`src/rtl/vcx_pkg.sv`:
```
package vcx_pkg;

    typedef enum logic {
        VCX_PACK   = 1'b0,
        VCX_UNPACK = 1'b1
    } vcx_mode_e;

    typedef enum logic [1:0] {
        ST_IDLE = 2'd0,
        ST_RUN  = 2'd1,
        ST_FIN  = 2'd2
    } vcx_state_e;

    // Operation descriptor captured when a start is accepted
    typedef struct packed {
        vcx_mode_e mode;
        logic      valid;
    } vcx_op_t;

endpackage

```
`src/rtl/vcx_seq.sv`:
```
module vcx_seq
    import vcx_pkg::*;
#(
    parameter int NELEM = 16,
    parameter int LW    = $clog2(NELEM + 1),
    parameter int IW    = $clog2(NELEM)
) (
    input  logic          clk,
    input  logic          rst,
    input  logic          start_i,
    input  logic [LW-1:0] vlen_i,
    output logic          load_o,
    output logic          step_o,
    output logic [IW-1:0] idx_o,
    output logic          busy_o,
    output logic          done_o
);

    localparam logic [LW-1:0] LEN_CAP = LW'(NELEM);

    vcx_state_e    st_q;
    logic [IW-1:0] idx_q;
    logic [LW-1:0] len_q;
    logic [LW-1:0] len_eff;
    logic          accept;
    logic          at_last;

    assign len_eff = (vlen_i > LEN_CAP) ? LEN_CAP : vlen_i;
    assign accept  = start_i && (st_q == ST_IDLE);
    assign at_last = ((LW'(idx_q) + LW'(1)) == len_q);

    always_ff @(posedge clk) begin
        if (rst) begin
            st_q  <= ST_IDLE;
            idx_q <= '0;
            len_q <= '0;
        end else begin
            case (st_q)
                ST_IDLE: begin
                    if (accept) begin
                        idx_q <= '0;
                        len_q <= len_eff;
                        st_q  <= (len_eff == '0) ? ST_FIN : ST_RUN;
                    end
                end
                ST_RUN: begin
                    if (at_last) begin
                        st_q <= ST_FIN;
                    end else begin
                        idx_q <= idx_q + IW'(1);
                    end
                end
                default: st_q <= ST_IDLE;
            endcase
        end
    end

    assign load_o = accept;
    assign step_o = (st_q == ST_RUN);
    assign idx_o  = idx_q;
    assign busy_o = (st_q == ST_RUN);
    assign done_o = (st_q == ST_FIN);

endmodule

```
`src/rtl/vcx_cnt.sv`:
```
module vcx_cnt #(
    parameter int LW = 5
) (
    input  logic          clk,
    input  logic          rst,
    input  logic          clr_i,
    input  logic          inc_i,
    output logic [LW-1:0] cnt_o
);

    logic [LW-1:0] cnt_q;

    always_ff @(posedge clk) begin
        if (rst || clr_i) begin
            cnt_q <= '0;
        end else if (inc_i) begin
            cnt_q <= cnt_q + LW'(1);
        end
    end

    assign cnt_o = cnt_q;

endmodule

```
`src/rtl/vcx_store.sv`:
```
module vcx_store
    import vcx_pkg::*;
#(
    parameter int NELEM = 16,
    parameter int DW    = 16,
    parameter int IW    = $clog2(NELEM)
) (
    input  logic                clk,
    input  logic                rst,
    input  logic                load_i,
    input  logic [NELEM*DW-1:0] src_i,
    input  logic [NELEM*DW-1:0] bg_i,
    input  logic                wr_i,
    input  vcx_mode_e           mode_i,
    input  logic [IW-1:0]       idx_i,
    input  logic [IW-1:0]       pidx_i,
    output logic [NELEM*DW-1:0] dst_o
);

    logic [DW-1:0] src_q [NELEM];
    logic [DW-1:0] dst_q [NELEM];
    logic [DW-1:0] src_e [NELEM];
    logic [DW-1:0] bg_e  [NELEM];

    for (genvar k = 0; k < NELEM; k++) begin : g_lane
        assign src_e[k]           = src_i[k*DW +: DW];
        assign bg_e[k]            = bg_i[k*DW +: DW];
        assign dst_o[k*DW +: DW]  = dst_q[k];
    end

    always_ff @(posedge clk) begin
        if (rst) begin
            for (int k = 0; k < NELEM; k++) begin
                src_q[k] <= '0;
                dst_q[k] <= '0;
            end
        end else if (load_i) begin
            for (int k = 0; k < NELEM; k++) begin
                src_q[k] <= src_e[k];
                dst_q[k] <= bg_e[k];
            end
        end else if (wr_i) begin
            if (mode_i == VCX_PACK) begin
                dst_q[pidx_i] <= src_q[idx_i];
            end else begin
                dst_q[idx_i] <= src_q[pidx_i];
            end
        end
    end

endmodule

```
`src/rtl/vec_cmpx.sv`:
```
module vec_cmpx
    import vcx_pkg::*;
#(
    parameter int NELEM = 16,
    parameter int DW    = 16,
    localparam int LW   = $clog2(NELEM + 1),
    localparam int IW   = $clog2(NELEM)
) (
    input  logic                clk,
    input  logic                rst,
    input  logic                start_i,
    input  logic                mode_i,
    input  logic [LW-1:0]       vlen_i,
    input  logic [NELEM-1:0]    mask_i,
    input  logic [NELEM*DW-1:0] src_i,
    input  logic [NELEM*DW-1:0] bg_i,
    output logic                busy_o,
    output logic                done_o,
    output logic [LW-1:0]       plen_o,
    output logic [NELEM*DW-1:0] dst_o
);

    logic             load;
    logic             step;
    logic [IW-1:0]    idx;
    logic [LW-1:0]    pcnt;
    logic [NELEM-1:0] mask_q;
    vcx_op_t          op_q;
    logic             hit;

    vcx_seq #(.NELEM(NELEM), .LW(LW), .IW(IW)) u_seq (
        .clk    (clk),
        .rst    (rst),
        .start_i(start_i),
        .vlen_i (vlen_i),
        .load_o (load),
        .step_o (step),
        .idx_o  (idx),
        .busy_o (busy_o),
        .done_o (done_o)
    );

    always_ff @(posedge clk) begin
        if (rst) begin
            mask_q <= '0;
            op_q   <= '{mode: VCX_PACK, valid: 1'b0};
        end else if (load) begin
            mask_q <= mask_i;
            op_q   <= '{mode: vcx_mode_e'(mode_i), valid: 1'b1};
        end
    end

    assign hit = step && op_q.valid && mask_q[idx];

    vcx_cnt #(.LW(LW)) u_cnt (
        .clk  (clk),
        .rst  (rst),
        .clr_i(load),
        .inc_i(hit),
        .cnt_o(pcnt)
    );

    vcx_store #(.NELEM(NELEM), .DW(DW), .IW(IW)) u_store (
        .clk   (clk),
        .rst   (rst),
        .load_i(load),
        .src_i (src_i),
        .bg_i  (bg_i),
        .wr_i  (hit),
        .mode_i(op_q.mode),
        .idx_i (idx),
        .pidx_i(pcnt[IW-1:0]),
        .dst_o (dst_o)
    );

    assign plen_o = pcnt;

endmodule

```
`config.mk`:
```
export PLATFORM = sky130hd
export DESIGN_NAME = vec_cmpx
export DESIGN_NICKNAME = d
export VERILOG_FILES = /design/src/rtl/vcx_pkg.sv /design/src/rtl/vcx_seq.sv /design/src/rtl/vcx_cnt.sv /design/src/rtl/vcx_store.sv /design/src/rtl/vec_cmpx.sv
export SDC_FILE = /design/constraint.sdc
export NUM_CORES = 1
export LEC_CHECK = 0
export ABC_AREA = 1
export BUFFER_PORTS_ARGS = -buffer_cell sky130_fd_sc_hd__buf_2
export CAP_MARGIN = 20
export CORE_AREA = 5 5 312 314
export DETAILED_ROUTE_END_ITERATION = 8
export DIE_AREA = 0 0 317 319
export GPL_ROUTABILITY_DRIVEN = 0
export MAX_ROUTING_LAYER = met4
export PLACE_DENSITY = 0.62
export SETUP_SLACK_MARGIN = 0.5
export SLEW_MARGIN = 30
export SYNTH_ARGS = -nofsm -noshare
export SYNTH_HDL_FRONTEND = slang
export SYNTH_HIERARCHICAL = 1
export SYNTH_SLANG_ARGS = --single-unit
```
`constraint.sdc`:
```
create_clock -name clk -period 7.1 [get_ports clk]
set_input_delay 0.71 -clock clk [delete_from_list [all_inputs] [get_ports clk]]
set_output_delay 0.71 -clock clk [all_outputs]
set_load 0.005 [all_outputs]
```
Yosys cells after proc, flatten, opt, wreduce, memory -nomap -nowiden
Memory sizes are Yosys's and may differ from the RTL's. A register that Yosys moved wholly into a read port is not among the register bits.
Index checks and enable logic that the tools add are counted.
{"block": "classes", "add_sub_neg": 3, "n_eq_ne": 6, "reduce_logical": 12, "n_bitwise": 32, "n_lt_le_gt_ge": 2, "n_mux": 67, "shifts": 0, "div": 0, "multipliers": 0}
{"cell": "2-to-1 mux 16 bit", "count": 34}
{"cell": "2-to-1 mux 4 bit", "count": 8}
{"cell": "bitwise OR 1 bit", "count": 32}
{"cell": "OR reduction 16 bit", "count": 2}
{"cell": "2-to-1 mux 1 bit", "count": 18}
{"cell": "one-hot mux 4 bit (2 select lines)", "count": 1}
{"cell": "2-to-1 mux 2 bit", "count": 3}
{"cell": "adder 4 x 1 -> 5 bit, second input constant", "count": 1}
{"cell": "adder 5 x 1 -> 5 bit, second input constant", "count": 1}
{"cell": "== test 5 bit", "count": 1}
{"cell": "> comparator 5 bit, second input constant", "count": 1}
{"cell": "zero test 5 bit", "count": 1}
{"cell": "less-than comparator 4 x 5 -> 1 bit, second input constant", "count": 1}
{"cell": "2-to-1 mux 5 bit", "count": 1}
{"cell": "adder 4 x 1 -> 4 bit, second input constant", "count": 1}
{"cell": "binary-select mux 1 bit (select 4 bit)", "count": 1}
{"cell": "inequality test 2 x 1 -> 1 bit, second input constant", "count": 2}
{"cell": "one-hot mux 2 bit (2 select lines)", "count": 1}
{"cell": "AND reduction 2 bit", "count": 2}
{"cell": "logical AND 1 bit", "count": 3}
{"cell": "AND reduction 3 bit", "count": 1}
{"cell": "== test 2 x 1 -> 1 bit, second input constant", "count": 1}
{"cell": "== test 2 bit, second input constant", "count": 1}
{"cell": "zero test 2 bit", "count": 1}
{"cell": "3 further kinds", "count": 3}
{"block": "word_totals", "wordCells": 131, "ram_bits": 512, "reg_bits": 34, "n_memories": 2, "in_bits": 537, "output_inout_bits": 263, "mem_bits_ro": 0, "latchBits": 0}
{"memory": "u_store.dst_q", "depth": 16, "word_bits": 16, "read_ports": 16, "rd_clocked_by_memory_dff": 0, "wr": 16, "line_no": "vcx_store.sv:21", "text": "logic [DW-1:0] dst_q [NELEM];"}
{"memory": "u_store.src_q", "depth": 16, "word_bits": 16, "read_ports": 2, "rd_clocked_by_memory_dff": 2, "wr": 16, "line_no": "vcx_store.sv:20", "text": "logic [DW-1:0] src_q [NELEM];"}

Logic depth before layout (Yosys ltp)
Gate-level depths: netlist of the first run.
{"block": "depth", "ltp_word": 10, "depth_mapped": 19, "mapped_depth_nobuf": 16}

Cells and area by module
The synthesis of the first run kept the hierarchy.
{"module": "vcx_store", "instances": 1, "seq_area_each_um2": 15374.7, "area_each_um2": 27675.3, "cells_each": 3405}
{"module": "vec_cmpx", "instances": 1, "seq_area_each_um2": 360.3, "area_each_um2": 882.1, "cells_each": 118}
{"module": "vcx_seq", "instances": 1, "seq_area_each_um2": 220.2, "area_each_um2": 625.6, "cells_each": 101}
{"module": "vcx_cnt", "instances": 1, "seq_area_each_um2": 100.1, "area_each_um2": 211.5, "cells_each": 29}

Worst setup path after synthesis of the first run
OpenSTA, ideal clock, no wires.
{"block": "synth_timing", "kind": "input to register", "startpoint": "in start_i", "endpoint": "mem u_store.dst_q[4][0], enable pin", "stages": 11, "path_buffers": 1, "t_arrival_ps": 6199, "path_slack_ps": 490, "cell_sequence": "nand2_1 -> inv_1 -> inv_1 -> nand2_2 -> nor2_8 -> nand2_4 -> buf_6 -> nand2_1 -> nand2_2 -> nand3_4 -> o21ai_0"}
{"item": "start, declared", "line_no": "vec_cmpx.sv:11", "text": "input logic start_i,"}
{"item": "end, declared", "line_no": "vcx_store.sv:21"}

==> results of run 1 <==
[cells in the final DEF (no fill, tap or decap), drive strengths merged, types with 2 or more instances in the layout]
| cell | instances |
|---|---|
| nand2 | 1054 |
| clkinv | 29 |
| clkinvlp | 5 |
| a211oi | 13 |
| ha | 2 |
| edfxtp | 512 |
| dfxtp | 34 |
| a21oi | 19 |
| nand3 | 793 |
| diode | 22 |
| o211ai | 16 |
| clkbuf | 72 |
| nand4 | 2 |
| buf | 827 |
| inv | 575 |
| nor2 | 388 |
| o21ai | 15 |
| bufinv | 6 |
[per-layer routing]
metal	vias up	wire, um
met1	13500	53600
li1	13000	-
met4	0	6460
met2	1997	67100
met5	-	0
met3	313	16600
[kinds of logic (layout without fill, tap and decap cells)]
| logic type | count (synthesis) | after routing | share of synthesized area (%) |
|---|---|---|---|
| fa+ha+maj | 2 | 2 | 0.0851 |
| buf+inv | 804 | 1514 | 10.9 |
| simple gates | 2238 | 2238 | 32.9 |
| flops | 546 | 546 | 54.6 |
| compound gates | 63 | 63 | 1.49 |
| other cells | 0 | 22 | 0 |
[worst max-delay path by stage]
| stage | start | end | slack [ps] | cells after the start |
|---|---|---|---|---|
| final | u_seq/idx_o[1] | u_store/dst_q[10][10] | 2110 | 14 |
| after global routing | u_seq/idx_o[1] | u_store/dst_q[10][7] | 1760 | 14 |
| after CTS | u_seq/idx_o[1] | u_store/dst_q[10][14] | 2120 | 14 |
| after detailed placement | start_i | u_store/dst_q[10][13] | 1750 | 12 |
| after global placement | start_i | u_store/dst_q[10][14] | 1970 | 12 |
| after floorplan | start_i | u_store/dst_q[4][0] | 1790 | 11 |
[state kept, by name, indices dropped and copies added, names as in the netlist]
name,flops
mask_q,16
op_q,2
u_cnt/cnt_o,5
u_seq/idx_o,4
u_seq/len_q,5
u_seq/st_q,2
u_store/dst_q,256
u_store/src_q,256
[worst max-delay path, cell delays in order, from the launching register on]
cell	delay, ps
dfxtp_4	660
inv_1	170
nor2_1	140
nand2_1	60
nand3_1	80
nand3_1	70
a21oi_1	730
nand2_4	150
nor2_4	660
nand2_1	110
nand2_1	210
nand2_1	250
nor2_4	490
inv_2	260
nand2_1	570
[where the power goes]
part           internal, mW  switching, mW
registers              3.90          0.143
logic                 0.537           1.54
clock network          1.79           1.37
[cell type report]
type / count / area, um2
fillers: 9698 / 57800
flip-flops and latches: 546 / 16100
multi-input cells: 2303 / 10400
repair buffers: 827 / 4270
inverters: 578 / 2170
well taps: 1265 / 1580
clock buffers: 72 / 1570
clock inverters: 37 / 372
diodes: 22 / 55.1
==> impl_metrics.py, run 1 <==
metrics = {
    "worst_setup_path": {
        "arrival_ps": 5260,
        "cp-start-kind": "flip-flop",
        "ff2ff_path_depth": 14,
        "crit_type": "flip-flop to flip-flop",
        "critical_path_required_ps": 7360,
        "reg2reg_from": "u_seq/idx_o[1]",
        "worstPathMaxFanout": 35,
        "regToRegSetupSlack_ps": 2110,
        "timing.rr.end": "u_store/dst_q[10][10]",
        "worstSetupEndpointType": "flip-flop",
    },
    "power": {
        "power_mw": 9.28,
        "vdd_ir_drop_max_v": 0.000176,
        "powerDensity_nw_per_um2": 254,
        "leakagePower_nw": 18.2,
    },
    "logic_synthesis": {
        "syn_nets": 4192,
        "synth-async-reset-ratio_pct": 0,
        "synthTopCellsByArea": "edfxtp_1 (52%), nand3_1 (13%), nand2_1 (13%), inv_1 (7.3%), nor2_1 (4.7%)",
        "synth_seq_area_share_pct": 54.6,
        "post-synth-top-area-cell": "edfxtp_1",
        "synthTopCellsByCount": "nand2_1 (1038), nand3_1 (789), inv_1 (568), edfxtp_1 (512), nor2_1 (366)",
        "yosys_register_bits": 546,
        "ys.flop_type": "edfxtp_1",
        "synth.most_common_cell": "nand2_1",
        "synth.avg_cell_area_um2": 8.05,
        "netlist_area_um2": 29400,
        "synthesis.instances": 3653,
        "netlist.area_leader.share_pct": 52.3,
        "synth_warnings": 6,
        "ys_types": 29,
        "synth_edf_count": 512,
    },
    "clocking": {
        "clk-insertion-delay-late_ps": 650,
        "cts_tree": "yes",
        "ctsResizeCount": 0,
        "cts_setup_buffers": 0,
        "clock_sinks": 546,
        "cts_root_buffer": "clkbuf_16",
        "cts_buffer_depth": 3,
        "cts_hold_buf": 0,
        "clkTransAtPathRegs_ps": 70,
        "htreeDepth": 2,
        "numCtsBuffers": 61,
    },
    "global_routing": {
        "grt_pass1_vias": 27800,
        "track_usage_pct": 27.7,
        "met2_usage_pct": 43.8,
        "grt_busiest_layer": "met2",
        "grt_remaining_overflow": 0,
        "grt_pass1_wl_um": 197000,
        "use_met1_pct": 33.8,
        "antenna_found_initial": 28,
        "grt_max_degree": 178,
        "use_met3_pct": 7.52,
    },
    "finish": {
        "final_area_um2": 36500,
        "nNetsFinal": 4856,
        "syn2layout_area_growth_pct": 24.1,
        "utilization_pct": 38.7,
        "fin_cells": 5650,
        "layout-drive-gt1-share_pct": 23.4,
    },
    "sta": {
        "finalSetupTns_ps": 0,
        "finalMaxSlewViolations": 0,
        "period_minus_slack_ps": 4990,
        "maxClockFrequency_mhz": 200,
        "finClkSkew_ps": 32.2,
        "rsz0062_at_grt": "no",
        "hold_viol": 0,
        "period_share_pct": 70.3,
        "setup_viol": 0,
        "layout_setup_ws_ps": 2110,
        "worst_slew_pin_slew_ps": 1050,
        "relSlewSlack_pct": 29.9,
        "timing.hold.ws_ps": 341,
    },
    "flow_run": {
        "maxCapViolCount": 0,
    },
    "worst_hold_path": {
        "hp-start": "bg_i[40]",
        "holdCritPathClass": "primary input to flip-flop",
        "holdPathStages": 3,
        "hold_end": "u_store/dst_q[2][8]",
    },
    "placement": {
        "dpl-instance-area_um2": 34500,
        "place_inst": 5518,
        "dpl.hpwl_um": 102000,
        "portBuffers": 799,
        "dp_slack_ps": 1750,
    },
    "floorplanning": {
        "core_area_um2": 94300,
        "start_util_pct": 31.2,
        "die_w_um": 317,
        "dieArea_um2": 101000,
        "die_h_um": 319,
        "ios": 800,
        "rows": 113,
    },
    "drt": {
        "drt-pass1-iter-count": 6,
        "post_drt_wl_per_cell_um": 25.4,
        "drt_wl_total_um": 144000,
        "viasPerCell": 5.10,
        "drc": 0,
        "postRouteAntennaNets": 0,
        "vias": 28800,
        "drtIter0Drc": 4062,
    },
    "outcome": {
        "status": "finished, final reports clean",
    },
}
No activity file was read; power rests on OpenSTA's default activity.
==> inputs of run 2 (changes only) <==
ABC_AREA = 0   (was 1)
CORE_AREA = 5 5 305 307   (was 5 5 312 314)
DIE_AREA = 0 0 310 312   (was 0 0 317 319)
PLACE_DENSITY = 0.63   (was 0.62)
clock period = 5.1 ns   (was 7.1 ns; I/O delays follow)
==> run 2 against run 1 <==
Net effect:
- utilization is 1.3 points higher
- cell count is 27% lower
- area after synthesis is 4.4% lower
- clock skew is 2.7 ps higher
- non-clock buffer count is 77 higher
- global-route usage is 0.63 points lower
- die area is 4.4% lower
- setup slack worse by 1500 ps
==> impl_metrics.py, run 2 <==
metrics = {
    "sta": {
        "relSlewSlack_pct": 25.5,
        "finClkSkew_ps": 34.9,
        "period_share_pct": 87.9,
        "finalMaxSlewViolations": 0,
        "maxClockFrequency_mhz": 223,
        "worst_slew_pin_slew_ps": 1110,
        "hold_viol": 0,
        "timing.hold.ws_ps": 144,
        "finalSetupTns_ps": 0,
        "period_minus_slack_ps": 4480,
        "setup_viol": 0,
        "rsz0062_at_grt": "no",
    },
    "floorplanning": {
        "ios": 800,
        "die_w_um": 310,
        "core_area_um2": 89700,
        "start_util_pct": 31.3,
        "die_h_um": 312,
        "rows": 110,
        "dieArea_um2": 96700,
    },
    "placement": {
        "dpl.hpwl_um": 99100,
        "place_inst": 3942,
        "portBuffers": 799,
    },
    "worst_setup_path": {
        "slowest_stage": "nand4_1",
        "crit_type": "flip-flop to flip-flop",
        "cp_cell_sequence": "mux2i_1, a31oi_1, o211ai_1, a21oi_1, nand4bb_1, mux2i_2, nand4_1, a21oi_1, a221o_1",
        "cpPeakStageDelay_ps": 870,
        "cp-start-kind": "flip-flop",
        "worstSetupEndpointType": "flip-flop",
        "startpoint": "u_seq/idx_o[0]",
        "arrival_ps": 4940,
        "cp_common_cell": "a21oi_1",
        "critical_path_required_ps": 5550,
        "regToRegSetupSlack_ps": 620,
        "reg2reg_from": "u_seq/idx_o[0]",
        "ff2ff_path_depth": 9,
        "timing.rr.end": "u_store/dst_q[6][10]",
        "worstPathMaxFanout": 16,
    },
    "drt": {
        "top_layer_used": "met4",
        "post_drt_wl_per_cell_um": 32.6,
        "wl_met2_um": 64600,
        "drt-met1-wl_um": 47500,
        "wl_met3_um": 13000,
        "drtIter0Drc": 2833,
        "drt-pass1-iter-count": 6,
        "drc": 0,
        "drt_wl_total_um": 134000,
        "vias": 23500,
        "viasPerCell": 5.74,
        "postRouteAntennaNets": 0,
    },
    "logic_synthesis": {
        "netlist.area_leader.share_pct": 54.7,
        "synth_edf_count": 512,
        "synthesis.instances": 2072,
        "synthTopCellsByCount": "edfxtp_1 (512), a221o_1 (256), a21oi_1 (188), and2_1 (161), nor2_1 (132)",
        "synth_warnings": 6,
        "synth.avg_cell_area_um2": 13.6,
        "ys_types": 71,
        "yosys_register_bits": 546,
        "synth-async-reset-ratio_pct": 0,
        "synthTopCellsByArea": "edfxtp_1 (55%), a221o_1 (9.1%), mux4_2 (6.1%), mux2i_1 (4.7%), and2_1 (3.6%)",
        "netlist_area_um2": 28100,
        "synth.most_common_cell": "edfxtp_1",
        "ys.flop_type": "edfxtp_1",
        "synth_seq_area_share_pct": 57.1,
        "post-synth-top-area-cell": "edfxtp_1",
        "syn_nets": 2611,
    },
    "clocking": {
        "numCtsBuffers": 66,
        "clkTransAtPathRegs_ps": 60,
        "htreeDepth": 3,
        "cts_tree": "yes",
        "clk-insertion-delay-late_ps": 610,
        "clock_sinks": 546,
        "cts_root_buffer": "clkbuf_16",
        "cts_buffer_depth": 3,
    },
    "power": {
        "vdd_ir_drop_max_v": 0.000190,
        "internal_power_mw": 8.86,
        "powerDensity_nw_per_um2": 346,
        "switchingPower_mw": 3.57,
        "p_seq_share_pct": 45.0,
        "leakagePower_nw": 14.0,
        "clock_power_share_pct": 37.7,
        "p_sw_share_pct": 28.7,
        "combPwrFrac_pct": 17.3,
    },
    "worst_hold_path": {
        "hp-start": "mask_i[2]",
        "hold_end": "mask_q[2]",
        "holdCritPathClass": "primary input to flip-flop",
        "holdPathStages": 3,
    },
    "global_routing": {
        "track_usage_pct": 27.1,
        "grt_pass1_vias": 23500,
        "grt_remaining_overflow": 0,
        "grt_pass1_wl_um": 180000,
        "grt_max_degree": 165,
        "antenna_found_initial": 26,
    },
    "finish": {
        "nNetsFinal": 3377,
        "layout_common_cells": "buf_2 (799), edfxtp_1 (512), a221o_1 (256)",
        "layout-drive-gt1-share_pct": 40.7,
        "largestRegisters": "u_store/dst_q (256), u_store/src_q (256), mask_q (16)",
        "layout_commonest_cell": "buf_2",
        "syn2layout_area_growth_pct": 27.7,
        "fillCellCount": 8556,
        "fin_cells": 4098,
    },
    "outcome": {
        "status": "finished, final reports clean",
    },
    "flow_run": {
        "maxCapViolCount": 0,
    },
}
## run 2: changes by cell type in the layout (fill, tap and decap cells not counted), sizes merged, moves of 77 or more
cell	previous run	this run
a21oi	19	188
mux2i	0	133
nand3	793	7
inv	575	15
a221o	0	256
nand2	1054	24
nor2b	0	103
nor2	388	136
buf	827	904
and2	0	161
## run 2: logic make-up (layout without fill, tap and decap cells)
group           Yosys count  in the layout  synth area share, %
compound gates          603            603                 17.7
flops                   546            546                 57.1
simple gates            489            489                 9.66
buf+inv                 213           1032                 4.16
mux                     212            212                 11.0
xor+xnor                  7              7                0.218
fa+ha+maj                 2              2               0.0890
other cells               0             31                    0
## run 2: critical path: cells and delay by family, from the launching register on
family | cells | cell delay [ps]
compound gates | 5 | 1510
mux | 2 | 900
simple gates | 2 | 1380
flops | 1 | 520
## run 2: final cells by class
| type | count | area (um2) | share of cell area (%) |
|---|---|---|---|
| diodes | 31 | 77.6 | 0.216 |
| clock inverters | 37 | 363 | 1.01 |
| well taps | 1176 | 1470 | 4.10 |
| repair buffers | 904 | 4960 | 13.8 |
| flip-flops and latches | 546 | 16100 | 44.8 |
| inverters | 7 | 37.5 | 0.105 |
| multi-input cells | 1313 | 11200 | 31.1 |
| clock buffers | 84 | 1750 | 4.88 |
## run 2: routing by layer
layer | up-vias | global-route usage, %
met2 | 1752 | 43.8
met3 | 416 | 6.41
met4 | 0 | 15.1
met1 | 11400 | 31.0
li1 | 9921 | -
met5 | - | -
## run 2: worst max path at each step
stage | to | slack (ps) | depth (start not counted)
finish | u_store/dst_q[6][10] | 620 | 9
global route | u_store/dst_q[6][14] | 510 | 9
CTS | u_store/dst_q[7][11] | 690 | 9
detailed placement | u_store/dst_q[7][11] | 720 | 9
global placement | u_store/dst_q[11][9] | 740 | 9
floorplan | u_store/src_q[0][0] | -90 | 6
## run 2: through the flow
step                      power (mW)  setup slack, ps  util [%]  cell area, um2
after floorplan                 6.58            -90.1         -           28200
after global routing            12.8              508      40.0           35900
after CTS                       12.5              689      39.8           35700
final                           12.4              617      40.0           35900
after detailed placement        7.79              717      37.5           33600
after global placement          7.74              740      37.3           33500
## run 2: power groups by stage
| stage | logic (mW) | clock network [mW] | registers, mW |
|---|---|---|---|
| after floorplan | 0.949 | 0 | 5.63 |
| after global placement | 2.07 | 0 | 5.67 |
| after detailed placement | 2.10 | 0 | 5.68 |
| after CTS | 2.11 | 4.77 | 5.59 |
| after global routing | 2.21 | 4.94 | 5.62 |
| final | 2.15 | 4.68 | 5.60 |
## run 2: timing repair
action | 4_1_cts | 5_1_grt
buffers inserted | 0 | 2
hold buffers | 0 | 0
gates resized for setup | 0 | 1
endpoints found under the setup margin | 0 | 23
